**config.mk**
```make
export PLATFORM = sky130hd
export DESIGN_NAME = lcd_scan_seq
export DESIGN_NICKNAME = d
export VERILOG_FILES = /design/src/rtl/lcd_scan_pkg.sv /design/src/rtl/lcd_scan_timing.sv /design/src/rtl/lcd_scan_fetch.sv /design/src/rtl/lcd_scan_colmode.sv /design/src/rtl/lcd_scan_seq.sv
export SDC_FILE = /design/constraint.sdc
export NUM_CORES = 1
export LEC_CHECK = 0
export BUFFER_PORTS_ARGS = -buffer_cell sky130_fd_sc_hd__buf_2
export CAP_MARGIN = 0
export CORE_AREA = 3 3 153 155
export DETAILED_ROUTE_END_ITERATION = 10
export DIE_AREA = 0 0 156 158
export PLACE_DENSITY = 0.73
export SLEW_MARGIN = 15
export SYNTH_ARGS = -nofsm -noshare
export SYNTH_HDL_FRONTEND = slang
export SYNTH_SLANG_ARGS = --single-unit
```
**constraint.sdc**
```tcl
create_clock -name clk -period 3.2 [get_ports clk]
set_input_delay 0.16 -clock clk [delete_from_list [all_inputs] [get_ports clk]]
set_output_delay 0.16 -clock clk [all_outputs]
set_load 0.1 [all_outputs]
```
**src/rtl/lcd_scan_pkg.sv**
```systemverilog
package lcd_scan_pkg;
  typedef enum logic [1:0] {
    ST_IDLE  = 2'd0,
    ST_PRIME = 2'd1,
    ST_RUN   = 2'd2
  } scan_state_e;
endpackage

```
**src/rtl/lcd_scan_timing.sv**
```systemverilog
module lcd_scan_timing
  import lcd_scan_pkg::*;
#(
  parameter int NUM_ROWS   = 40,
  parameter int FRAME_CLKS = 3072,
  localparam int ROW_W     = $clog2(NUM_ROWS),
  localparam int BASE      = FRAME_CLKS / NUM_ROWS,
  localparam int EXTRA     = FRAME_CLKS % NUM_ROWS,
  localparam int TICK_W    = $clog2(BASE + 2)
) (
  input  logic                clk,
  input  logic                rst,
  input  logic                hold,
  output scan_state_e         state,
  output logic [TICK_W-1:0]   tick,
  output logic [ROW_W-1:0]    fetch_row,
  output logic                period_end,
  output logic [NUM_ROWS-1:0] row_sel,
  output logic                frame_start,
  output logic                frame_pol
);
  localparam logic [ROW_W-1:0]  LAST_ROW  = ROW_W'(NUM_ROWS - 1);
  localparam logic [ROW_W-1:0]  LONG_ROWS = ROW_W'(EXTRA);
  localparam logic [TICK_W-1:0] LONG_END  = TICK_W'(BASE);
  localparam logic [TICK_W-1:0] SHORT_END = TICK_W'(BASE - 1);

  logic [ROW_W-1:0]  row_idx;
  logic [ROW_W-1:0]  next_row;
  logic [TICK_W-1:0] last_tick;

  // Rows below LONG_ROWS (and the priming period) take one extra clock.
  always_comb begin
    next_row   = (row_idx == LAST_ROW) ? '0 : row_idx + 1'b1;
    last_tick  = (state == ST_PRIME || row_idx < LONG_ROWS) ? LONG_END : SHORT_END;
    period_end = (state != ST_IDLE) && (tick == last_tick);
    fetch_row  = (state == ST_PRIME) ? '0 : next_row;
  end

  always_ff @(posedge clk) begin
    if (rst || hold) begin
      state       <= ST_IDLE;
      tick        <= '0;
      row_idx     <= '0;
      row_sel     <= '0;
      frame_start <= 1'b0;
      frame_pol   <= 1'b0;
    end else begin
      unique case (state)
        ST_IDLE: begin
          state       <= ST_PRIME;
          tick        <= '0;
          row_idx     <= '0;
          frame_start <= 1'b0;
        end
        ST_PRIME: begin
          if (period_end) begin
            state       <= ST_RUN;
            tick        <= '0;
            row_idx     <= '0;
            row_sel     <= NUM_ROWS'(1);
            frame_start <= 1'b1;
          end else begin
            tick        <= tick + 1'b1;
            frame_start <= 1'b0;
          end
        end
        default: begin
          if (period_end) begin
            row_idx     <= next_row;
            tick        <= '0;
            row_sel     <= NUM_ROWS'(1) << next_row;
            frame_start <= (next_row == '0);
            if (next_row == '0) frame_pol <= ~frame_pol;
          end else begin
            tick        <= tick + 1'b1;
            frame_start <= 1'b0;
          end
        end
      endcase
    end
  end
endmodule

```
**src/rtl/lcd_scan_fetch.sv**
```systemverilog
module lcd_scan_fetch
  import lcd_scan_pkg::*;
#(
  parameter int NUM_ROWS      = 40,
  parameter int NUM_COLS      = 101,
  parameter int BANK_ROWS     = 8,
  parameter int COLS_PER_READ = 2,
  parameter int TICK_W        = 7,
  localparam int ROW_W        = $clog2(NUM_ROWS),
  localparam int BANKS        = (NUM_ROWS + BANK_ROWS - 1) / BANK_ROWS,
  localparam int BANK_W       = (BANKS > 1) ? $clog2(BANKS) : 1,
  localparam int BIT_W        = $clog2(BANK_ROWS),
  localparam int NUM_WORDS    = (NUM_COLS + COLS_PER_READ - 1) / COLS_PER_READ,
  localparam int WORD_W       = (NUM_WORDS > 1) ? $clog2(NUM_WORDS) : 1,
  localparam int DATA_W       = 8 * COLS_PER_READ
) (
  input  logic                clk,
  input  logic                rst,
  input  scan_state_e         state,
  input  logic [TICK_W-1:0]   tick,
  input  logic [ROW_W-1:0]    fetch_row,
  output logic                rd_en,
  output logic [BANK_W-1:0]   rd_bank,
  output logic [WORD_W-1:0]   rd_word,
  input  logic [DATA_W-1:0]   rd_data,
  output logic [NUM_COLS-1:0] shadow
);
  localparam logic [TICK_W-1:0] WORDS_T = TICK_W'(NUM_WORDS);
  localparam logic [ROW_W-1:0]  BROWS_R = ROW_W'(BANK_ROWS);

  logic              cap_vld;
  logic [WORD_W-1:0] cap_word;
  logic [BIT_W-1:0]  cap_bit;
  logic [BIT_W-1:0]  req_bit;

  // Reads occupy the first NUM_WORDS ticks of every scan period.
  always_comb begin
    rd_en   = (state != ST_IDLE) && (tick < WORDS_T);
    rd_word = WORD_W'(tick);
    rd_bank = BANK_W'(fetch_row / BROWS_R);
    req_bit = BIT_W'(fetch_row % BROWS_R);
  end

  always_ff @(posedge clk) begin
    if (rst) begin
      cap_vld  <= 1'b0;
      cap_word <= '0;
      cap_bit  <= '0;
    end else begin
      cap_vld  <= rd_en;
      cap_word <= rd_word;
      cap_bit  <= req_bit;
    end
  end

  for (genvar c = 0; c < NUM_COLS; c++) begin : g_col
    localparam int WIDX = c / COLS_PER_READ;
    localparam int BSEL = c % COLS_PER_READ;
    always_ff @(posedge clk) begin
      if (rst)
        shadow[c] <= 1'b0;
      else if (cap_vld && cap_word == WORD_W'(WIDX))
        shadow[c] <= rd_data[BSEL*8 + int'(cap_bit)];
    end
  end
endmodule

```
**src/rtl/lcd_scan_colmode.sv**
```systemverilog
module lcd_scan_colmode #(
  parameter int NUM_COLS = 101
) (
  input  logic                clk,
  input  logic                rst,
  input  logic                hold,
  input  logic                load,
  input  logic                show_data,
  input  logic                mode_alt,
  input  logic [NUM_COLS-1:0] shadow,
  output logic [NUM_COLS-1:0] col_data
);
  logic [NUM_COLS-1:0] shaped;

  always_comb begin
    unique case ({show_data, mode_alt})
      2'b10:   shaped = shadow;
      2'b01:   shaped = '1;
      2'b11:   shaped = ~shadow;
      default: shaped = '0;
    endcase
  end

  always_ff @(posedge clk) begin
    if (rst || hold)
      col_data <= '0;
    else if (load)
      col_data <= shaped;
  end
endmodule

```
**src/rtl/lcd_scan_seq.sv**
```systemverilog
module lcd_scan_seq
  import lcd_scan_pkg::*;
#(
  parameter int NUM_ROWS      = 40,
  parameter int NUM_COLS      = 101,
  parameter int FRAME_CLKS    = 3072,
  parameter int BANK_ROWS     = 8,
  parameter int COLS_PER_READ = 2,
  localparam int ROW_W        = $clog2(NUM_ROWS),
  localparam int BANKS        = (NUM_ROWS + BANK_ROWS - 1) / BANK_ROWS,
  localparam int BANK_W       = (BANKS > 1) ? $clog2(BANKS) : 1,
  localparam int NUM_WORDS    = (NUM_COLS + COLS_PER_READ - 1) / COLS_PER_READ,
  localparam int WORD_W       = (NUM_WORDS > 1) ? $clog2(NUM_WORDS) : 1,
  localparam int DATA_W       = 8 * COLS_PER_READ,
  localparam int TICK_W       = $clog2(FRAME_CLKS / NUM_ROWS + 2)
) (
  input  logic                clk,
  input  logic                rst,
  input  logic                sleep,
  input  logic                show_data,
  input  logic                mode_alt,
  output logic                rd_en,
  output logic [BANK_W-1:0]   rd_bank,
  output logic [WORD_W-1:0]   rd_word,
  input  logic [DATA_W-1:0]   rd_data,
  output logic [NUM_ROWS-1:0] row_sel,
  output logic [NUM_COLS-1:0] col_data,
  output logic                frame_pol,
  output logic                frame_start
);
  logic [1:0]          rst_pipe;
  logic                hold;
  scan_state_e         scan_state;
  logic [TICK_W-1:0]   tick;
  logic [ROW_W-1:0]    fetch_row;
  logic                period_end;
  logic [NUM_COLS-1:0] shadow;

  // Two-clock reset completion before sleep is honoured.
  always_ff @(posedge clk) begin
    if (rst) rst_pipe <= 2'b11;
    else     rst_pipe <= {rst_pipe[0], 1'b0};
  end
  assign hold = sleep | (|rst_pipe);

  lcd_scan_timing #(
    .NUM_ROWS   (NUM_ROWS),
    .FRAME_CLKS (FRAME_CLKS)
  ) u_timing (
    .clk         (clk),
    .rst         (rst),
    .hold        (hold),
    .state       (scan_state),
    .tick        (tick),
    .fetch_row   (fetch_row),
    .period_end  (period_end),
    .row_sel     (row_sel),
    .frame_start (frame_start),
    .frame_pol   (frame_pol)
  );

  lcd_scan_fetch #(
    .NUM_ROWS      (NUM_ROWS),
    .NUM_COLS      (NUM_COLS),
    .BANK_ROWS     (BANK_ROWS),
    .COLS_PER_READ (COLS_PER_READ),
    .TICK_W        (TICK_W)
  ) u_fetch (
    .clk       (clk),
    .rst       (rst),
    .state     (scan_state),
    .tick      (tick),
    .fetch_row (fetch_row),
    .rd_en     (rd_en),
    .rd_bank   (rd_bank),
    .rd_word   (rd_word),
    .rd_data   (rd_data),
    .shadow    (shadow)
  );

  lcd_scan_colmode #(
    .NUM_COLS (NUM_COLS)
  ) u_colmode (
    .clk       (clk),
    .rst       (rst),
    .hold      (hold),
    .load      (period_end),
    .show_data (show_data),
    .mode_alt  (mode_alt),
    .shadow    (shadow),
    .col_data  (col_data)
  );
endmodule

```
==> results of run 1 <==
-- per-layer routing --
metal	up-vias	global-route usage [%]	share of wire, %
li1	4885	-	-
met1	4545	30.43	46
met2	299	35.30	45
met3	48	3.855	6.7
met4	0	6.602	2.1
met5	-	0	0
-- sequential cells by signal, indices dropped and copies added, names as in the netlist --
signal,cells
u_timing.frame_pol,1
rst_pipe,2
u_fetch.cap_vld,1
u_fetch.cap_bit,3
u_timing.state,2
u_colmode.col_data,101
u_timing.frame_start,1
u_timing.tick,7
u_timing.row_sel,40
u_timing.row_idx,6
u_fetch.cap_word,6
u_fetch.shadow,101
-- layout make-up --
cell class	instances	share of cell area (%)
Clock buffer	38	5.682
Clock inverter	12	1.047
Inverter	9	0.2503
Multi-Input combinational cell	964	42.54
Sequential cell	271	40.19
Tap cell	280	2.595
Timing Repair Buffer	190	7.693
-- cell usage after synthesis, drive strengths merged (2+ instances only) --
master   instances
nor3b            3
o21ai           15
xor2           106
clkbuf          81
ha               6
nand2          162
nor2           232
a31o             2
a22o            16
nor2b           10
mux4             4
a32o             2
mux2i           17
a211oi         101
a31oi            4
or3              5
and3             4
nand2b           7
buf             35
dfxtp          271
nand3b           5
o2bb2ai         23
mux2             2
inv              9
xnor2            4
nor4             4
nor3           101
a21oi           90
and2             3
nand4            9
or2              3
nand3            9
-- critical path, delay by kind of cell, from the launching register on --
family	cells	cell delay (ns)
adders and majority gates	1	0.52
DFF	1	0.55
xor gates and xnor gates	1	0.27
buffers and inverters	1	0.44
and+or+nand+nor	2	0.37
-- path summary, 6_finish.rpt --
| kind | startpoint | end |
|---|---|---|
| worst min register to register | u_timing.row_sel[2] | u_timing.row_sel[2] |
| worst min-delay path | sleep | u_timing.state[0] |
| worst max register to register | u_timing.row_idx[0] | u_timing.row_sel[5] |
| worst max-delay path | u_timing.row_idx[0] | rd_bank[1] |
-- kinds of logic after synthesis --
group,count (synthesis),synth area share [%]
buffers and inverters,125,4.863
multiplexers,23,2.415
XOR/XNOR,110,8.229
AO/OA/AOI/OAI,265,16.98
AND/OR/NAND/NOR,560,20.53
flip-flops,271,46.34
adder cells (fa/ha/maj),6,0.6412
-- metrics by stage --
step	hold WS, ns	utilization [%]	instances	area, sq um	setup slack (ns)
6_report	0.08393	61.48	1764	13500	0.3347
3_3_place_gp	0.4221	57.29	1713	12580	0.8848
3_5_place_dp	0.4190	57.29	1713	12580	0.7881
5_1_grt	0.09691	61.48	1764	13500	0.1156
4_1_cts	0.05682	61.48	1764	13500	0.3087
2_1_floorplan	0.1877	-	1360	11710	0.6310
-- repair_timing --
item                                    4_1_cts  5_1_grt
hold endpoints to repair                      1        0
hold buffers                                  1        0
resized for setup                             0        0
endpoints found under the setup margin        0        0
-- power groups by stage --
stage,logic (mW),registers (mW),clock network [mW]
after floorplan,0.156,3.45,0
after global placement,0.209,3.45,0
after detailed placement,0.209,3.45,0
after CTS,0.212,3.38,3.28
after global routing,0.229,3.38,3.40
final,0.210,3.38,3.21
==> results by group, run 1 <==
Status
  • Status: complete, no violations

STA
  • Peak Freq: 349.0 MHz
  • Tcrit/Tclk final: 89.54%
  • Worst-Margin Slew: 1.193 ns
  • Setup TNS: 0 ns
  • Final Max Slew Viols: 0
  • Hold Violations, Final: 0
  • Max_slew headroom: 20.50%
  • Final min period: 2.865 ns
  • Setup-failing EPs final: 0
  • RSZ-0062 raised after global routing: no
  • Clock Skews: 0.02100 ns

GRT
  • GRT Total Usage: 21.98%
  • Vias in the first global route: 9088
  • Initial antenna violation count: 0
  • Gr ovfl total: 0
  • Largest net degree at the start of global routing: 116
  • First-pass GRT wire length: 45.73 mm

Clock tree
  • Htree depth: 1
  • CTS buffer count: 27
  • Clk_lat worst skew: 0.54 ns
  • Clk sinks: 271
  • Post-CTS setup buffers: 0
  • Clk root buf: clkbuf_16
  • Clock transition at path regs: 0.06 ns
  • CTS Buffer Depth: 3
  • CTS tree: built

Final layout
  • Most frequent cells in the layout: 271 x dfxtp_1, 230 x nor2_1, 171 x buf_2
  • Fin nets: 1490
  • Commonest non-fill, non-tap cell in the layout: dfxtp_1
  • Filler instances: 1894
  • Ant. Diodes: 0
  • Area grow syn2layout: 15.30%
  • Share of cells above drive strength 1: 19.47%
  • Area of the multi-input gates: 5743 sq um
  • Register area: 5425 sq um

Critical path
  • Crit-path slowest cell: dfxtp_1
  • Max incr delay on CP: 0.55 ns
  • CP Cell Sequence: ha_1, nand3_1, xor2_1, nor2_1, buf_2
  • Worst path arrival time: 2.71 ns
  • Reg2reg setup slack: 0.78 ns
  • Worst R2R Path Depth: 5
  • Worst setup EP type: output pin
  • WS Path Type: reg2out
  • Crit path launch type: flop
  • Worst Path Max Fanout: 13
  • CP required: 3.04 ns

Logic synthesis
  • Sequential share of the synthesized area: 46.34%
  • Syn Std Cell Area: 11710 sq um
  • Syn Nets: 1387
  • Post-synth top flop: dfxtp_1
  • Synthesized area per cell: 8.608 sq um
  • Synth top area share: 46.34%
  • Number of synthesized register bits: 271
  • Mapped Cells: 1360
  • Top cells by area, synth: dfxtp_1 46%, xor2_1 7.9%, nor2_1 7.4%, nand2_1 5.2%, nor3_1 4.3%
  • Netlist cell types: 53
  • Synth warn: 0
  • Area leader, netlist: dfxtp_1
  • Post-synth EDFFs: 0
  • Asr flop ratio synth: 0%

Route
  • Via/cell ratio: 5.543
  • Detail Route Antenna Nets: 0
  • First-pass DRT Iterations: 5
  • 1st-iter DRT viols: 893
  • Via count: 9777
  • DRT Wirelength: 27.88 mm
  • DRC errors left: 0
  • Post-detailed-route wirelength per cell: 15.80 um

Pwr
  • Power density over the cells: 503.8 nW/um^2
  • Clk network pwr share: 47.2%
  • Leak: 4.949 nW
  • Switching Fraction: 21.42%
  • Combinational power share: 3.1%
  • Int Power: 5.344 mW
  • Total power: 6.800 mW
  • Peak supply drop: 0.3635 mV
  • Seq pwr share: 49.7%
  • Sw Pwr: 1.457 mW

Placement
  • Placer's final routability congestion estimate: 0.8653
  • Port Buf Inserts: 173
  • DP Wirelength: 18.41 mm

Floorplanning
  • I/O Pins: 174
  • Die Span Y: 158 um
  • Core area: 21960 sq um
  • Number of core rows: 54
  • Full die area: 24650 sq um
  • Die width: 156 um
  • Starting Density: 53.32%

Hold path
  • Worst Hold Path Cells: 5
  • HP Class: in2reg

Flow run
  • Max_cap viols: 0
Note: power is estimated with default switching activity, not from simulation.
==> inputs of run 2 (changes only) <==
Settings changed: CORE_AREA 3 3 153 155 to 2 2 152 154, DIE_AREA 0 0 156 158 to 0 0 154 156.
==> run 2 against run 1 <==
- non-clock buffer count rose by 9
- hold slack got worse by 0.0043 ns
- highest routed layer unchanged
- sequential share of layout area fell by 0.61 points
- global-route usage rose by 0.87 points
- via count fell by 0.62%
- cell count rose by 0.85%
- routed wire length rose by 1.1%
==> results by group, run 2 (synthesized netlist as in run 1, its figures left out) <==
Pwr
  • Clk network pwr share: 48.9%
  • Int Power: 5.564 mW
  • Power density over the cells: 514.1 nW/um^2
  • Switching Fraction: 21.04%
  • Combinational power share: 3.1%
  • Leak: 5.054 nW
  • Seq pwr share: 48.0%
  • Peak supply drop: 0.4442 mV
  • Total power: 7.046 mW
  • Sw Pwr: 1.482 mW

Placement
  • Cells after DPL: 1726
  • Placer's final routability congestion estimate: 0.8617
  • DP Wirelength: 18.39 mm
  • Port Buf Inserts: 173

Critical path
  • Worst path arrival time: 2.65 ns
  • Crit path launch type: flop
  • Worst r2r src: u_timing.state[1]
  • WS Path Type: reg2out
  • Worst R2R Path Depth: 6
  • R2r endpoint: u_colmode.col_data[24]
  • Reg2reg setup slack: 0.68 ns
  • CP required: 3.04 ns
  • Worst Path Max Fanout: 13
  • Worst setup EP type: output pin

STA
  • Setup TNS: 0 ns
  • Setup-failing EPs final: 0
  • RSZ-0062 raised after global routing: no
  • Worst-Margin Slew: 1.136 ns
  • Clock Skews: 0.01410 ns
  • Peak Freq: 355.3 MHz
  • Max_slew headroom: 24.25%
  • Final Max Slew Viols: 0
  • Hold Violations, Final: 0
  • Final min period: 2.814 ns
  • Tcrit/Tclk final: 87.94%

Route
  • 1st-iter DRT viols: 715
  • First-pass DRT Iterations: 5
  • DRT Wirelength: 28.17 mm
  • Via count: 9716
  • Detail Route Antenna Nets: 0
  • Post-detailed-route wirelength per cell: 15.84 um
  • DRC errors left: 0
  • Via/cell ratio: 5.461

Final layout
  • Top Registers: u_colmode.col_data (101), u_fetch.shadow (101), u_timing.row_sel (40)
  • Share of cells above drive strength 1: 20.15%
  • Post-Layout Cell Count: 1779
  • Most frequent cells in the layout: 271 x dfxtp_1, 230 x nor2_1, 171 x buf_2
  • Fin nets: 1501
  • Ant. Diodes: 0
  • Final core occ: 61.28%
  • Filler instances: 1927
  • Area grow syn2layout: 17.07%
  • Commonest non-fill, non-tap cell in the layout: dfxtp_1

GRT
  • Gr ovfl total: 0
  • GRT Total Usage: 22.85%
  • First-pass GRT wire length: 45.92 mm
  • Largest net degree at the start of global routing: 113
  • Vias in the first global route: 8887
  • Initial antenna violation count: 0

Floorplanning
  • Die Span Y: 156 um
  • Core area: 22370 sq um
  • Starting Density: 52.35%
  • Full die area: 24020 sq um
  • Die width: 154 um
  • I/O Pins: 174
  • Number of core rows: 55

Clock tree
  • CTS tree: built
  • Post-CTS setup buffers: 0
  • Clk sinks: 271
  • CTS Buffer Depth: 3
  • CTS buffer count: 29
  • Clock transition at path regs: 0.06 ns
  • Htree depth: 1
  • Clk root buf: clkbuf_16
  • Clk_lat worst skew: 0.53 ns

Hold path
  • HP Class: in2reg
  • Worst Hold Path Cells: 5
  • Hold path endpoint: u_timing.state[0]
  • Hold Startpoint: sleep

Flow run
  • Max_cap viols: 0

Status
  • Status: complete, no violations
[run 2: cell count changes in the layout (fill, tap and decap cells not counted), moves of 2 or more]
cell	before	now
buf_12	3	6
clkbuf_8	5	10
clkbuf_16	27	29
clkinv_2	7	2
buf_4	15	21
[run 2: layout make-up]
cell class	count	area (sq um)	area share (%)
Multi-Input combinational cell	964	5748	41.94
Sequential cell	271	5425	39.58
Timing Repair Buffer	199	1144	8.344
Clock buffer	44	882.1	6.436
Tap cell	285	356.6	2.602
Clock inverter	7	116.4	0.8490
Inverter	9	33.78	0.2465
[run 2: through the flow]
step / setup slack, ns / instance area, sq um / hold slack (ns)
global route: 0.1602 / 13710 / 0.1079
global placement: 0.8552 / 12680 / 0.3853
CTS: 0.3780 / 13690 / 0.06083
detailed placement: 0.7587 / 12680 / 0.3898
floorplan: 0.6310 / 11710 / 0.1877
finish: 0.3858 / 13710 / 0.07958
[run 2: metal layers]
layer,GRT usage (%),share of wire [%],vias to the layer above
met1,32.09,47,4519
li1,-,-,4915
met2,37.56,46,254
met5,0,0,-
met4,4.851,1.5,0
met3,3.333,5.3,28
[run 2: what timing repair did]
item	CTS	global route
resized for setup	0	0
hold buffers	1	0
hold endpoints to repair	1	0
[run 2: worst max path at each step]
stage,end,cells past startpoint,startpoint
floorplan,u_fetch.cap_vld,4,u_timing.tick[0]
global placement,u_colmode.col_data[38],6,u_timing.state[1]
finish,rd_bank[1],5,u_timing.row_idx[0]
global route,rd_bank[1],5,u_timing.row_idx[0]
CTS,rd_bank[1],5,u_timing.row_idx[0]
detailed placement,u_colmode.col_data[12],6,u_timing.state[1]
[run 2: worst max-delay path, cell delays in order, from the launching register on]
cell and delay (ns):
dfxtp_1 0.54, ha_1 0.51, nand3_1 0.25, xor2_1 0.26
nor2_1 0.12, buf_2 0.44
[run 2: power groups by stage]
stage	Combinational [mW]	Clock, mW	Sequential (mW)
floorplan	0.156	0	3.45
detailed placement	0.215	0	3.45
global placement	0.215	0	3.45
CTS	0.217	3.50	3.38
global route	0.238	3.63	3.38
finish	0.219	3.45	3.38
==> inputs of run 3 (changes only) <==
Settings changed: CELL_PAD_IN_SITES_DETAIL_PLACEMENT set to 1, CELL_PAD_IN_SITES_GLOBAL_PLACEMENT set to 2, CORE_AREA 2 2 152 154 to 2 2 181 183, DIE_AREA 0 0 154 156 to 0 0 183 185, GPL_ROUTABILITY_DRIVEN set to 0, PLACE_DENSITY 0.73 to 0.83.
==> run 3 against run 2 <==
- global-route usage decreased by 3.5 points
- sequential power about the same
- flip-flop and latch count unchanged
- largest cell class unchanged
- maximum frequency increased by 2.8%
- critical path depth increased by 2
- die area increased by 41%
- register-to-register slack improved by 0.06 ns
- clock power about the same
- setup slack improved by 0.078 ns
- highest routed layer unchanged
- clock-buffer cell count decreased by 1
- critical endpoint is now rd_bank[2]
- final area increased by 0.92%
- clock skew decreased by 0.0085 ns
==> results by group, run 3 (synthesized netlist as in run 1, its figures left out) <==
Pwr
  • Seq pwr share: 47.8%
  • Switching Fraction: 22.20%
  • Leak: 5.061 nW
  • Sw Pwr: 1.568 mW
  • Combinational power share: 3.2%
  • Total power: 7.063 mW
  • Clk network pwr share: 48.9%
  • Peak supply drop: 0.3538 mV
  • Power density over the cells: 510.6 nW/um^2
  • Int Power: 5.495 mW

Critical path
  • Delay-heaviest family, CP: buffers and inverters
  • R2r endpoint: u_colmode.col_data[79]
  • Max incr delay on CP: 0.43 ns
  • Most Frequent Cell on Critical Path: buf_4
  • Worst path arrival time: 2.58 ns
  • Worst R2R Path Depth: 6
  • Crit path launch type: flop
  • Crit-path slowest cell: buf_2
  • Worst setup EP type: output pin
  • CP Cell Sequence: buf_4, ha_1, buf_4, a32o_1, a21oi_1, and2_1, buf_2
  • Worst Path Max Fanout: 12
  • CP required: 3.04 ns
  • Crit path buf inv count: 3
  • WS Path Type: reg2out
  • Reg2reg setup slack: 0.74 ns
  • Worst r2r src: u_timing.state[1]

Route
  • Detail Route Antenna Nets: 0
  • DRC errors left: 0
  • Via count: 9797
  • First-pass DRT Iterations: 4
  • 1st-iter DRT viols: 507
  • Via/cell ratio: 5.145
  • DRT Wirelength: 33.22 mm
  • Post-detailed-route wirelength per cell: 17.45 um

STA
  • Worst-Margin Slew: 1.034 ns
  • Setup-failing EPs final: 0
  • Hold Violations, Final: 0
  • Final Max Slew Viols: 0
  • Final min period: 2.737 ns
  • Tcrit/Tclk final: 85.52%
  • Setup TNS: 0 ns
  • Clock Skews: 0.005621 ns
  • Min Hold Slack: 0.07564 ns
  • RSZ-0062 raised after global routing: no
  • Peak Freq: 365.4 MHz
  • Max_slew headroom: 30.82%

Hold path
  • HP Class: in2reg
  • Worst Hold Path Cells: 5
  • Hold Startpoint: sleep
  • Hold path endpoint: u_timing.state[0]

Clock tree
  • Clk sinks: 271
  • CTS buffer count: 30
  • Htree depth: 1
  • CTS tree: built
  • Clk_lat worst skew: 0.55 ns
  • Clock transition at path regs: 0.06 ns
  • CTS Buffer Depth: 3
  • Post-CTS setup buffers: 0
  • Clk root buf: clkbuf_16

Final layout
  • Ant. Diodes: 0
  • Final core occ: 43.17%
  • Fin nets: 1502
  • Area grow syn2layout: 18.15%
  • Post-Layout Cell Count: 1904
  • Top Registers: u_colmode.col_data (101), u_fetch.shadow (101), u_timing.row_sel (40)
  • Commonest non-fill, non-tap cell in the layout: dfxtp_1
  • Share of cells above drive strength 1: 20.45%
  • Most frequent cells in the layout: 271 x dfxtp_1, 230 x nor2_1, 171 x buf_2

GRT
  • Gr ovfl total: 0
  • Initial antenna violation count: 0
  • GRT Total Usage: 19.34%
  • Largest net degree at the start of global routing: 99
  • Vias in the first global route: 9858
  • First-pass GRT wire length: 53.57 mm

Placement
  • DP Wirelength: 22.18 mm
  • Port Buf Inserts: 173
  • Cells after DPL: 1850

Floorplanning
  • Die Span Y: 185 um
  • Die width: 183 um
  • Number of core rows: 66
  • Starting Density: 36.54%
  • Full die area: 33860 sq um
  • Core area: 32040 sq um
  • I/O Pins: 174

Status
  • Status: complete, no violations

Flow run
  • Max_cap viols: 0
[run 3: per-layer routing]
layer / share of wire [%] / track usage [%] / vias to the layer above
met1: 48 / 26.41 / 4692
met5: 0 / 0 / -
met3: 4.5 / 2.654 / 32
li1: - / - / 4902
met2: 47 / 32.88 / 171
met4: 1.1 / 3.584 / 0
[run 3: power groups by stage]
stage / sequential (mW) / combinational, mW / clock (mW)
2_1_floorplan: 3.45 / 0.156 / 0
3_5_place_dp: 3.45 / 0.232 / 0
6_report: 3.38 / 0.229 / 3.46
5_1_grt: 3.38 / 0.251 / 3.68
3_3_place_gp: 3.45 / 0.230 / 0
4_1_cts: 3.38 / 0.234 / 3.56
[run 3: what timing repair did]
item,CTS,global route
hold buffers,1,0
setup endpoints to repair,0,0
hold endpoints to repair,1,0
resized for setup,0,0
[run 3: cell type report]
| type | instances | area, sq um |
|---|---|---|
| Inverter | 9 | 33.78 |
| Fill cell | 3782 | 18210 |
| Multi-Input combinational cell | 964 | 5748 |
| Timing Repair Buffer | 199 | 1119 |
| Clock inverter | 10 | 75.07 |
| Sequential cell | 271 | 5425 |
| Tap cell | 408 | 510.5 |
| Clock buffer | 43 | 920.9 |
[run 3: per-stage QoR]
stage          area [sq um]  setup slack, ns
3_3_place_gp          12830           0.8768
2_1_floorplan         11710           0.6310
5_1_grt               13830           0.3470
6_report              13830           0.4634
4_1_cts               13830           0.4271
3_5_place_dp          12830           0.7632
[run 3: worst min-delay path: cells and delay by family]
kind / cells / cell delay [ns]
and+or+nand+nor: 1 / 0.05
buffers and inverters: 2 / 0.25
AOI/OAI and AO/OA: 2 / 0.12
[run 3: worst max path at each step]
stage | startpoint | slack, ns | endpoint | depth (start not counted)
5_1_grt | u_timing.row_idx[0] | 0.35 | rd_bank[2] | 7
3_5_place_dp | u_timing.state[1] | 0.76 | u_colmode.col_data[79] | 6
6_report | u_timing.row_idx[0] | 0.46 | rd_bank[2] | 7
2_1_floorplan | u_timing.tick[0] | 0.63 | u_fetch.cap_vld | 4
4_1_cts | u_timing.row_idx[0] | 0.43 | rd_bank[2] | 7
3_3_place_gp | u_timing.state[1] | 0.88 | u_timing.frame_pol | 6
